--- config.mk ---
export PLATFORM = sky130hd
export DESIGN_NAME = bpf_shift_fir
export DESIGN_NICKNAME = d
export VERILOG_FILES = /design/src/rtl/bpf_pkg.sv /design/src/rtl/bpf_ctrl.sv /design/src/rtl/bpf_tap.sv /design/src/rtl/bpf_chan.sv /design/src/rtl/bpf_shift_fir.sv
export SDC_FILE = /design/constraint.sdc
export NUM_CORES = 2
export LEC_CHECK = 0
export BUFFER_PORTS_ARGS = -buffer_cell sky130_fd_sc_hd__buf_4
export CORE_ASPECT_RATIO = 0.75
export CORE_MARGIN = 1.5
export CORE_UTILIZATION = 25
export CTS_CLUSTER_DIAMETER = 200
export DETAILED_ROUTE_END_ITERATION = 10
export GPL_ROUTABILITY_DRIVEN = 1
export GPL_TIMING_DRIVEN = 0
export SKIP_LAST_GASP = 1
export SLEW_MARGIN = 20
export SYNTH_ARGS = -nofsm -noshare
export SYNTH_HDL_FRONTEND = slang
export SYNTH_SLANG_ARGS = --single-unit
--- constraint.sdc ---
create_clock -name clk -period 96.6 [get_ports clk]
set_input_delay 19.32 -clock clk [delete_from_list [all_inputs] [get_ports clk]]
set_output_delay 19.32 -clock clk [all_outputs]
set_load 0.05 [all_outputs]
--- src/rtl/bpf_pkg.sv ---
package bpf_pkg;
    typedef enum logic [1:0] {
        ST_IDLE  = 2'd0,
        ST_SUM   = 2'd1,
        ST_WRITE = 2'd2
    } fir_state_t;
endpackage

--- src/rtl/bpf_ctrl.sv ---
module bpf_ctrl
    import bpf_pkg::*;
(
    input  logic clk,
    input  logic rst,
    input  logic strobe,
    output logic shift_en,
    output logic sum_en,
    output logic wr_en,
    output logic valid
);
    fir_state_t state, state_nx;

    // state register
    always_ff @(posedge clk) begin
        if (rst) state <= ST_IDLE;
        else     state <= state_nx;
    end

    // transitions
    always_comb begin
        state_nx = state;
        unique case (state)
            ST_IDLE:  if (strobe) state_nx = ST_SUM;
            ST_SUM:   state_nx = ST_WRITE;
            ST_WRITE: state_nx = ST_IDLE;
            default:  state_nx = ST_IDLE;
        endcase
    end

    // outputs
    always_comb begin
        shift_en = 1'b0;
        sum_en   = 1'b0;
        wr_en    = 1'b0;
        unique case (state)
            ST_IDLE:  shift_en = strobe;
            ST_SUM:   sum_en   = 1'b1;
            ST_WRITE: wr_en    = 1'b1;
            default:  ;
        endcase
    end

    always_ff @(posedge clk) begin
        if (rst) valid <= 1'b0;
        else     valid <= wr_en;
    end
endmodule

--- src/rtl/bpf_tap.sv ---
module bpf_tap #(
    parameter int W   = 16,
    parameter int SHW = 4,
    parameter bit NEG = 1'b0,
    parameter logic [SHW-1:0] SH = '0
) (
    input  logic [W-1:0] x,
    output logic [W:0]   p
);
    logic signed [W:0] ext;
    logic signed [W:0] signed_x;

    // one guard bit so that negating the most negative sample cannot wrap
    always_comb begin
        ext = $signed({x[W-1], x});
        if (NEG) signed_x = (~ext) + 1'b1;
        else     signed_x = ext;
        p = signed_x >>> SH;
    end
endmodule

--- src/rtl/bpf_chan.sv ---
module bpf_chan #(
    parameter int W    = 16,
    parameter int TAPS = 16,
    parameter int SHW  = 4,
    parameter logic [TAPS-1:0]     COEF_NEG = '0,
    parameter logic [TAPS*SHW-1:0] COEF_SH  = '0
) (
    input  logic         clk,
    input  logic         rst,
    input  logic         shift_en,
    input  logic         sum_en,
    input  logic         wr_en,
    input  logic [W-1:0] sample,
    output logic [W-1:0] result
);
    localparam int G  = (TAPS > 1) ? $clog2(TAPS) : 1;
    localparam int AW = W + 1 + G;

    logic [W-1:0]  dly  [TAPS];
    logic [W:0]    prod [TAPS];
    logic [AW-1:0] sum_c;
    logic [AW-1:0] acc;
    logic          fits;
    logic [W-1:0]  clamped;

    // delay line, newest sample at position 0
    always_ff @(posedge clk) begin
        if (rst) begin
            for (int i = 0; i < TAPS; i++) dly[i] <= '0;
        end else if (shift_en) begin
            dly[0] <= sample;
            for (int i = 1; i < TAPS; i++) dly[i] <= dly[i-1];
        end
    end

    for (genvar t = 0; t < TAPS; t++) begin : g_tap
        bpf_tap #(
            .W(W), .SHW(SHW),
            .NEG(COEF_NEG[t]),
            .SH(COEF_SH[t*SHW +: SHW])
        ) u_tap (
            .x(dly[t]),
            .p(prod[t])
        );
    end

    always_comb begin
        sum_c = '0;
        for (int i = 0; i < TAPS; i++)
            sum_c = sum_c + {{(AW-W-1){prod[i][W]}}, prod[i]};
    end

    always_ff @(posedge clk) begin
        if (rst)         acc <= '0;
        else if (sum_en) acc <= sum_c;
    end

    // the sum fits in W bits when all bits above W-1 copy the sign
    always_comb begin
        fits = (acc[AW-1:W-1] == '0) || (acc[AW-1:W-1] == '1);
        if (fits)            clamped = acc[W-1:0];
        else if (acc[AW-1])  clamped = {1'b1, {(W-1){1'b0}}};
        else                 clamped = {1'b0, {(W-1){1'b1}}};
    end

    always_ff @(posedge clk) begin
        if (rst)        result <= '0;
        else if (wr_en) result <= clamped;
    end
endmodule

--- src/rtl/bpf_shift_fir.sv ---
module bpf_shift_fir #(
    parameter int CH   = 4,
    parameter int W    = 16,
    parameter int TAPS = 16,
    parameter int SHW  = 4,
    parameter logic [TAPS-1:0]     COEF_NEG = 16'b1100_0000_0000_0011,
    parameter logic [TAPS*SHW-1:0] COEF_SH  = 64'h5432_1000_0001_2345
) (
    input  logic          clk,
    input  logic          rst,
    input  logic          strobe,
    input  logic [CH*W-1:0] in_samples,
    output logic [CH*W-1:0] out_samples,
    output logic          out_valid
);
    logic shift_en, sum_en, wr_en;

    bpf_ctrl u_ctrl (
        .clk(clk), .rst(rst), .strobe(strobe),
        .shift_en(shift_en), .sum_en(sum_en), .wr_en(wr_en),
        .valid(out_valid)
    );

    for (genvar c = 0; c < CH; c++) begin : g_ch
        bpf_chan #(
            .W(W), .TAPS(TAPS), .SHW(SHW),
            .COEF_NEG(COEF_NEG), .COEF_SH(COEF_SH)
        ) u_chan (
            .clk(clk), .rst(rst),
            .shift_en(shift_en), .sum_en(sum_en), .wr_en(wr_en),
            .sample(in_samples[c*W +: W]),
            .result(out_samples[c*W +: W])
        );
    end
endmodule

======== Word level (Yosys, flattened, before mapping) ========
Memory sizes are Yosys's and may differ from the RTL's.
Index checks and enable logic that the tools add are counted.
word-level totals
  memories kept ........................... 4
  RAM bits ................................ 1024
  flip-flop bits (word level) ............. 151
memory list
  name                depth  width  rd ports  clocked after memory_dff  write ports  RTL line        text
  g_ch[0].u_chan.dly  16     16     16        0                         16           bpf_chan.sv:19  logic [W-1:0] dly [TAPS];
  g_ch[1].u_chan.dly  16     16     16        0                         16           bpf_chan.sv:19
  g_ch[2].u_chan.dly  16     16     16        0                         16           bpf_chan.sv:19
  g_ch[3].u_chan.dly  16     16     16        0                         16           bpf_chan.sv:19
cells by class
  add/subtract/negate cells ............... 76
  bitwise logic cells ..................... 80
  multiplexer cells ....................... 82
  reductions and logical operators ........ 9
  equal/unequal tests ..................... 7
operator list
  kind                                                                    number
  21-bit adder                                                            56
  16-bit 2-to-1 mux                                                       72
  17-bit by 1-bit adder with 17-bit output (second input constant)        16
  17-bit NOT                                                              16
  1-bit bitwise OR                                                        64
  12-bit by 13-bit adder with 14-bit output                               4
  6-bit equality test (second input constant)                             4
  6-bit logical NOT                                                       4
  1-bit 2-to-1 mux                                                        8
  1-bit logical OR                                                        4
  2-bit one-hot mux with 2 select lines                                   1
  2-bit by 1-bit equality test with 1-bit output (second input constant)  1
  2-bit equality test (second input constant)                             1
  2-bit logical NOT                                                       1
  2-bit 2-to-1 mux                                                        1
  2-bit inequality test (second input constant)                           1

======== Logic depth before layout (Yosys ltp) ========
  depth in word-level cells ............... 17
  mapped depth ............................ 34

======== By module ========
From an unflattened synthesis, not the netlist that was laid out.
unflattened totals
  cell total of the unflattened synthesis .. 7235
  area, all modules ....................... 83476.3 µm²
by module, submodules not included
  module                                        sequential area each (µm²)  area an instance (µm²)  cells an instance  instances
  bpf_chan (g_ch[0].u_chan)                     8428.1                      18403.9                 1494               1
  bpf_chan (g_ch[1].u_chan)                     8428.1                      18353.9                 1485               1
  bpf_chan (g_ch[3].u_chan)                     8428.1                      18200.0                 1465               1
  bpf_chan (g_ch[2].u_chan)                     8428.1                      18043.6                 1438               1
  bpf_tap (g_ch[0].u_chan.g_tap[10].u_tap ...)  0.0                         127.6                   17                 48
  bpf_tap (g_ch[0].u_chan.g_tap[0].u_tap ...)   0.0                         277.8                   34                 8
  bpf_tap (g_ch[0].u_chan.g_tap[14].u_tap ...)  0.0                         249.0                   32                 7
  bpf_tap (g_ch[3].u_chan.g_tap[1].u_tap)       0.0                         269.0                   32                 1
  bpf_ctrl                                      60.1                        115.1                   9                  1

======== Least setup slack after synthesis ========
Ideal clock, no wire load.
  path kind ............................... in2reg
  start point ............................. in rst
  end point ............................... mem g_ch[0].u_chan.dly[0][0], enable pin
  arrival time ............................ 44.099 ns
  stages .................................. 3
  setup time .............................. 1.585 ns
  slack ................................... 50.916 ns
  data required time ...................... 95.015 ns
  path through ............................ clkbuf_1 -> clkbuf_1 -> nand2b_1
RTL lines
  item             RTL line             text
  start, declared  bpf_shift_fir.sv:10  input logic rst,
  end, declared    bpf_chan.sv:19

==> run summary <==
Setup crit start kind: input pin
Reg clk slew, reported paths: 60 ps
clk sink count: 1,175
largest cells by area after synthesis: edfxtp_1, fa_1, inv_1
slowest CP cell: clkbuf_1
first-pass GRT wire length: 262,000 um
HP Class: reg2reg
# IOs: 132
Netlist cell types: 66
share of cells above drive strength 1: 0.0634
Rows: 169
total number of yosys warnings: 0
Mapped Nets: 6,759
mapped cell area: 71,300 um2
Cell Chain, Critical Path: clkbuf_1 > clkbuf_1 > nand2b_4 > buf_16 > buf_16 > buf_16 > buf_12 > buf_16 > buf_16 > buf_12
Placement Setup Slack: 72,590 ps
global route overflow: 0
Detailed Routing Iterations Pass 1: 6
H-Tree Depth: 4
Antenna Violating Nets Remaining: 0
# DRC: 0
DIE HEIGHT: 466 um
post-synthesis adder-cell area fraction: 0.262
count leader, synth: edfxtp_1
Fill cells: 28,800
post-synthesis xor/xnor area fraction: 0.0281
most area-hungry cell type in the Yosys netlist: edfxtp_1
WL/cell: 17.3 um
final wirelength: 171,000 um
Seq/Total Area, Yosys: 0.473
syn_area_per_cell: 12.5 um2
FFs w/ async S/R, synth: 0
RePlAce Congestion: 0.838
Initial Utilization: 0.252
CTS max path bufs: 3
status: finished, final reports clean
setup TNS: 0 ps
area share of the largest cell type after synthesis: 0.431
Post-CTS Setup Inserts: 0
clk root buf: clkbuf_16
Max Cap Violations: 0
final hold violation count: 0
relative slew slack: 0.265
Final setup viols: 0
EDFF count, synth: 1,024
Worst Setup Path Type: in2reg
post-synthesis simple-gate area fraction: 0.136
synthesized flop and latch total: 1,175
PostCTS Resize Cnt: 0
fin nets: 7,046
chip width: 620 um
antenna violations before repair: 7
Post-CTS Hold Fix Bufs: 0
core area: 283,000 um2
vias per cell: 4.15
Required @ worst endpoint: 97,050 ps
clk_skew: 28.2 ps
Synth Area in Compound Gates: 0.0407
Syn-to-layout area delta: 14.7%
area occupied by multi-input gates: 33,300 um2
All-Layer GR Usage: 0.119
Setup WS post-layout: 73,430 ps
largest family of logic cells by synthesized area: adder cells
final period demand of the worst path: 23,170 ps
post-DP HPWL: 137,000 um
kind of end point of the critical path: flip-flop
max incr delay on CP: 810 ps
CTS tree: done
Synth top cells by count: edfxtp_1, inv_1, fa_1
vias in the first global route: 42,900
most used cell, CP: buf_16
clk_lat worst skew: 780 ps
die area: 289,000 um2
via count: 40,900
RSZ-0062 raised after global routing: no
Tcrit/Tclk final: 0.240
initial drt markers: 3,314
mux cell area share after synthesis: 0.000140
Num CTS Buffers: 130
critical path fanouts, max: 51
CP Data Arrival Time: 23,620 ps
flop2flop setup slack: 86,690 ps
Final Max Tran Viols: 0
PortBufs: 130
Worst-Margin Slew: 1100 ps
routing usage on met1: 0.168
met2 Use GR: 0.190
ys flop type: edfxtp_1
cells after synthesis: 5,701
Peak Freq: 43.2 MHz
register area: 33,800 um2
pin count of the biggest net entering global routing: 58
GR Util met3: 0.0196
Top Usage Layer GRT: met2
## per-stage QoR
stage	utilization	instance area, um2	cells	hold WS, ps
6_report	0.289	81800	9856	453
5_1_grt	0.289	81800	9852	462
4_1_cts	0.289	81800	9852	453
3_5_place_dp	0.274	77600	9618	446
3_3_place_gp	0.272	77000	9593	442
2_1_floorplan	-	71300	5701	432
## sequential cells by signal, indices dropped and copies added, names as in the netlist
signal / flops
g_ch.u_chan.acc: 84
g_ch.u_chan.dly: 1024
g_ch.u_chan.result: 64
u_ctrl.state: 2
u_ctrl.valid: 1
## worst paths after layout
kind                                                from                        end  depth (start not counted)
worst max-delay path                                 rst  g_ch[3].u_chan.dly[0][27]                         10
worst min-delay path               g_ch[2].u_chan.acc[8]      g_ch[2].u_chan.acc[8]                          2
worst max register to register  g_ch[3].u_chan.dly[0][4]     g_ch[3].u_chan.acc[17]                         30
worst min register to register     g_ch[2].u_chan.acc[8]      g_ch[2].u_chan.acc[8]                          2
## routing by layer
layer	share of wire	vias up
met1	0.46	20800
met2	0.46	950
met4	0.024	0
li1	-	19000
met5	0	-
met3	0.051	202
## cells by family after synthesis
group / count (synthesis)
AOI/OAI and AO/OA: 474
xor gates and xnor gates: 228
adders and majority gates: 991
buffers and inverters: 1127
DFF: 1175
muxes: 1
and+or+nand+nor: 1705
## worst max-delay path, delay by kind of cell
| family | cells | cell delay, ps |
|---|---|---|
| AND/OR/NAND/NOR | 1 | 770 |
| buffers and inverters | 9 | 3360 |
## area by class of cell
cell class	instances	share of cell area
flip-flops and latches	1175	0.413
multi-input cells	3399	0.407
well taps	3762	0.0575
clock buffers	175	0.0449
inverters	954	0.0438
repair buffers	155	0.0192
plain buffers	173	0.00803
clock inverters	59	0.00630
diodes	4	0.000122
## cell usage in the layout, fill, tap and decap left out, types with 79 or more instances in the layout
cell type / n
nor3_1: 176
a21oi_1: 201
inv_1: 954
and2_1: 571
fa_1: 839
o21ai_0: 79
dfxtp_1: 151
xor2_1: 104
nand2_1: 157
nor2_1: 187
ha_1: 152
xnor2_1: 123
clkbuf_16: 137
edfxtp_1: 1024
buf_4: 130
nor2b_1: 407
clkbuf_1: 185
Power is left out: the tool's default activity adds up to more than one toggle a clock period on the data nets, which glitch-free logic cannot reach.
